`config.mk`:
```
export PLATFORM = sky130hd
export DESIGN_NAME = bcd_skip_adder
export DESIGN_NICKNAME = d
export VERILOG_FILES = /design/src/rtl/bcd_skip_pkg.sv /design/src/rtl/bcd_digit_stage.sv /design/src/rtl/bcd_skip_block.sv /design/src/rtl/bcd_skip_adder.sv
export SDC_FILE = /design/constraint.sdc
export NUM_CORES = 1
export LEC_CHECK = 0
export BUFFER_PORTS_ARGS = -buffer_cell sky130_fd_sc_hd__buf_2
export CORE_MARGIN = 1.5
export CORE_UTILIZATION = 53
export DETAILED_ROUTE_END_ITERATION = 10
export PLACE_DENSITY = 0.83
export SLEW_MARGIN = 30
export SYNTH_ARGS = -nofsm -noshare
export SYNTH_HDL_FRONTEND = slang
export SYNTH_SLANG_ARGS = --single-unit
```
`constraint.sdc`:
```
create_clock -name vclk -period 20.2
set_input_delay 3.03 -clock vclk [all_inputs]
set_output_delay 3.03 -clock vclk [all_outputs]
set_load 0.03 [all_outputs]
```
`src/rtl/bcd_skip_pkg.sv`:
```
package bcd_skip_pkg;
   localparam int DIGIT_W = 4;
   localparam int RADIX   = 10;
   typedef logic [DIGIT_W-1:0] digit_t;
endpackage

```
`src/rtl/bcd_digit_stage.sv`:
```
module bcd_digit_stage
   import bcd_skip_pkg::*;
(
   input  digit_t a_d,
   input  digit_t b_d,
   input  logic   cin,
   output digit_t sum_d,
   output logic   cout,
   output logic   pass_d
);
   logic [DIGIT_W:0] raw;
   logic             fix;

   always_comb begin
      raw    = {1'b0, a_d} + {1'b0, b_d} + {{DIGIT_W{1'b0}}, cin};
      fix    = raw[DIGIT_W] | (raw[3] & (raw[2] | raw[1]));
      sum_d  = fix ? (raw[DIGIT_W-1:0] + digit_t'(RADIX - 4)) : raw[DIGIT_W-1:0];
      cout   = fix;
      pass_d = (({1'b0, a_d} + {1'b0, b_d}) == (DIGIT_W+1)'(RADIX - 1));
   end
endmodule

```
`src/rtl/bcd_skip_block.sv`:
```
module bcd_skip_block
   import bcd_skip_pkg::*;
#(
   parameter int BLOCK_DIGITS = 2,
   parameter bit SKIP_EN      = 1'b1,
   localparam int BW          = BLOCK_DIGITS * DIGIT_W
) (
   input  logic [BW-1:0] a_b,
   input  logic [BW-1:0] b_b,
   input  logic          cin,
   output logic [BW-1:0] sum_b,
   output logic          cout
);
   logic [BLOCK_DIGITS:0]   rc;
   logic [BLOCK_DIGITS-1:0] pass;

   assign rc[0] = cin;

   for (genvar d = 0; d < BLOCK_DIGITS; d++) begin : g_stage
      bcd_digit_stage i_stage (
         .a_d   (a_b[d*DIGIT_W +: DIGIT_W]),
         .b_d   (b_b[d*DIGIT_W +: DIGIT_W]),
         .cin   (rc[d]),
         .sum_d (sum_b[d*DIGIT_W +: DIGIT_W]),
         .cout  (rc[d+1]),
         .pass_d(pass[d])
      );
   end

   if (SKIP_EN) begin : g_bypass
      assign cout = rc[BLOCK_DIGITS] | ((&pass) & cin);
   end else begin : g_ripple
      logic unused_pass;
      assign unused_pass = ^pass;
      assign cout = rc[BLOCK_DIGITS];
   end
endmodule

```
`src/rtl/bcd_skip_adder.sv`:
```
module bcd_skip_adder
   import bcd_skip_pkg::*;
#(
   parameter int NUM_DIGITS   = 8,
   parameter int BLOCK_DIGITS = 2,
   parameter bit SKIP_EN      = 1'b1,
   localparam int W           = NUM_DIGITS * DIGIT_W,
   localparam int NUM_BLOCKS  = NUM_DIGITS / BLOCK_DIGITS,
   localparam int BW          = BLOCK_DIGITS * DIGIT_W
) (
   input  logic [W-1:0] a_i,
   input  logic [W-1:0] b_i,
   input  logic         carry_i,
   output logic [W-1:0] sum_o,
   output logic         carry_o
);
   if (BLOCK_DIGITS < 1 || NUM_DIGITS < 1) begin : g_bad_size
      $error("bcd_skip_adder: digit counts must be positive");
   end
   if (NUM_DIGITS % BLOCK_DIGITS != 0) begin : g_bad_split
      $error("bcd_skip_adder: NUM_DIGITS must be a multiple of BLOCK_DIGITS");
   end

   logic [NUM_BLOCKS:0] bc;
   assign bc[0] = carry_i;

   for (genvar k = 0; k < NUM_BLOCKS; k++) begin : g_blk
      bcd_skip_block #(
         .BLOCK_DIGITS(BLOCK_DIGITS),
         .SKIP_EN     (SKIP_EN)
      ) i_blk (
         .a_b  (a_i[k*BW +: BW]),
         .b_b  (b_i[k*BW +: BW]),
         .cin  (bc[k]),
         .sum_b(sum_o[k*BW +: BW]),
         .cout (bc[k+1])
      );
   end

   assign carry_o = bc[NUM_BLOCKS];
endmodule

```
==> impl_metrics.yaml <==
sta:
  hold_viol: 0
  worstMarginPinSlew_ps: 617
  setup_viol_count_final: 0
  max_slew_margin_pct: 58.5
  finalCritPeriodShare_pct: 94.7
  max_clock_freq_ghz: 0.0523
  period_minus_slack_ps: 19120
  slew_violations: 0
logic_synthesis:
  synth_top_cell_by_area: "ha_1"
  synthTopCellsByArea: "ha_1 (30%), xnor2_1 (11%), fa_1 (6.0%)"
  ys_types: 59
  syn_inst: 315
  yosysWarningCount: 0
  synth_fp_nets: 452
  ys_seq_area_share_pct: 0
  netlist_area_mm2: 0.00266
  synth_top_area_share_pct: 30.1
  syn-mean-instance-area_um2: 8.44
layout:
  n_clock_buffer: 0
  diodes: 0
  final_cell_count_no_fill: 479
  nets: 551
  fin_area_mm2: 0.00326
  drive_above_1_share_pct: 30.8
  n_sequential_cell: 0
  syn_to_final_growth_pct: 22.6
  regArea_um2: 0
grt:
  grt_start_max_net_pins: 7
  antenna_found_initial: 0
  track_usage_pct: 21.3
  grt_pass1_wl_mm: 9.86
  grt_pass1_vias: 2499
  overflow: 0
floorplanning:
  initial_core_util_pct: 55.5
  core_mm2: 0.00479
  num_rows: 25
  io-pin-count: 98
  die_x_um: 73.8
  die_h_um: 73.8
  dieArea_mm2: 0.00545
critical_path:
  crit_required_ps: 17170
  critical_path_class: "input port to output pin"
  cpMaxStageDelayCell: "fa_1"
  worstSetupStartpoint: "a_i[0]"
  cp-start-kind: "input port"
  crit_path_frequent_cell: "ha_1"
  path_max_fanout: 6
  cp.arrival_ps: 16090
  slowest_delay_ps: 490
  cp_top_family: "adder cells"
  crit_path_end_kind: "output pin"
  path_depth: 64
  crit_buf_inv: 4
  crit_end: "sum_o[30]"
power:
  power_leakage_nw: 1.67
  p_per_area_mw_per_mm2: 94.9
  pwr-share-comb_pct: 100.0
  power_frac_clock_pct: 0
  intPower_mw: 0.113
  peakVddDrop_v: 0.0000779
  switching_share_pct: 63.4
  p_seq_share_pct: 0
  p_switching_mw: 0.196
hold_path:
  hp-class: "input port to output pin"
route:
  dr.pass1.iters: 4
  wl_mm: 5.80
  route.detailed.drc: 0
  vias_per_cell: 5.47
  vias: 2620
  ant_nets: 0
  wire_per_inst_um: 12.1
  drt_iter0_markers: 45
place:
  place_congestion: 0.923
  io_buffer_count: 98
  dp.cells: 477
  dpl_cell_area_mm2: 0.00321
  hpwl_mm: 5.23
cts:
  hold_buffers: 0
outcome:
  status: "finished, final reports clean"
job:
  maxCapViolCount: 0
-- per-layer routing --
layer | global-route usage (%) | wire length, um | up-vias
met3 | 1.23 | 213 | 3
met2 | 41.6 | 2930 | 61
met5 | 0 | 0 | -
li1 | - | - | 1373
met1 | 26.4 | 2650 | 1183
met4 | 0.823 | 6 | 0
-- layout by cell type, fill, tap and decap left out, types with 8 or more instances in the layout --
master,Yosys,routed
nand2_1,16,16
a21o_1,12,12
nand3_1,16,16
a21oi_1,17,17
ha_1,64,64
xnor2_1,32,29
mux2i_1,12,12
inv_1,17,17
fa_1,8,8
nor2_1,17,17
buf_2,0,98
xor2_1,11,10
-- timing repair --
action                     CTS  global route
setup endpoints to repair    0             4
buffers inserted             0             2
gates resized for setup      0             4
-- Yosys cell counts, types with 2 or more instances --
master / number
a21o_1: 12
o211ai_2: 3
nor3_1: 7
inv_1: 17
ha_1: 64
o21bai_1: 3
and4_1: 3
and2_1: 2
and3_4: 2
nor3b_1: 4
nor2_1: 17
clkbuf_1: 2
xor2_1: 11
nand4_1: 2
a21boi_0: 2
nor4_1: 3
o22ai_1: 2
o21ai_0: 6
mux2i_1: 12
nand2_1: 16
fa_1: 8
or2_2: 4
nor4bb_1: 2
a31oi_1: 2
a21oi_2: 2
nand3_1: 16
xnor2_1: 32
or3b_1: 2
and3b_1: 3
a2bb2oi_1: 2
o31ai_1: 3
nor2b_1: 3
and3_1: 3
a21oi_1: 17
nand2b_1: 2
-- power groups by stage --
stage | Sequential, mW | Combinational [mW] | Clock [mW]
finish | 0 | 0.309 | 0
global route | 0 | 0.338 | 0
CTS | 0 | 0.307 | 0
detailed placement | 0 | 0.306 | 0
global placement | 0 | 0.300 | 0
floorplan | 0 | 0.237 | 0
-- worst min-delay path: stages --
cell   delay (ps)
buf_2          90
ha_1          140
buf_2         190
-- stage by stage --
stage	setup WS (ps)	hold slack [ps]	utilization [%]	total power, mW	setup TNS, ps
floorplan	2260	6330	-	0.237	0
global placement	1340	6470	67.1	0.300	0
detailed placement	818	6470	67.1	0.306	0
CTS	778	6470	67.1	0.307	0
global route	-17.0	6490	68.1	0.338	-17.0
finish	1080	6480	68.1	0.309	0
-- worst min-delay path by stage --
| stage | from | endpoint | depth (start not counted) |
|---|---|---|---|
| 3_3_place_gp | carry_i | sum_o[0] | 3 |
| 4_1_cts | carry_i | sum_o[0] | 3 |
| 3_5_place_dp | carry_i | sum_o[0] | 3 |
| 2_1_floorplan | carry_i | sum_o[0] | 1 |
| 6_report | carry_i | sum_o[0] | 3 |
| 5_1_grt | carry_i | sum_o[0] | 3 |
-- area by class of cell --
| class | instances | area (um2) |
|---|---|---|
| Inverter | 17 | 63.8 |
| Tap cell | 67 | 83.8 |
| Multi-Input combinational cell | 295 | 2610 |
| Fill cell | 421 | 1530 |
| Timing Repair Buffer | 100 | 505 |
-- cells by family after synthesis --
kind of cell    synth area share [%]
mux                             4.94
xor+xnor                        14.2
fa+ha+maj                       36.2
simple gates                    21.4
buf+inv                         3.11
compound gates                  20.2
(Power assumes the default switching activity.)
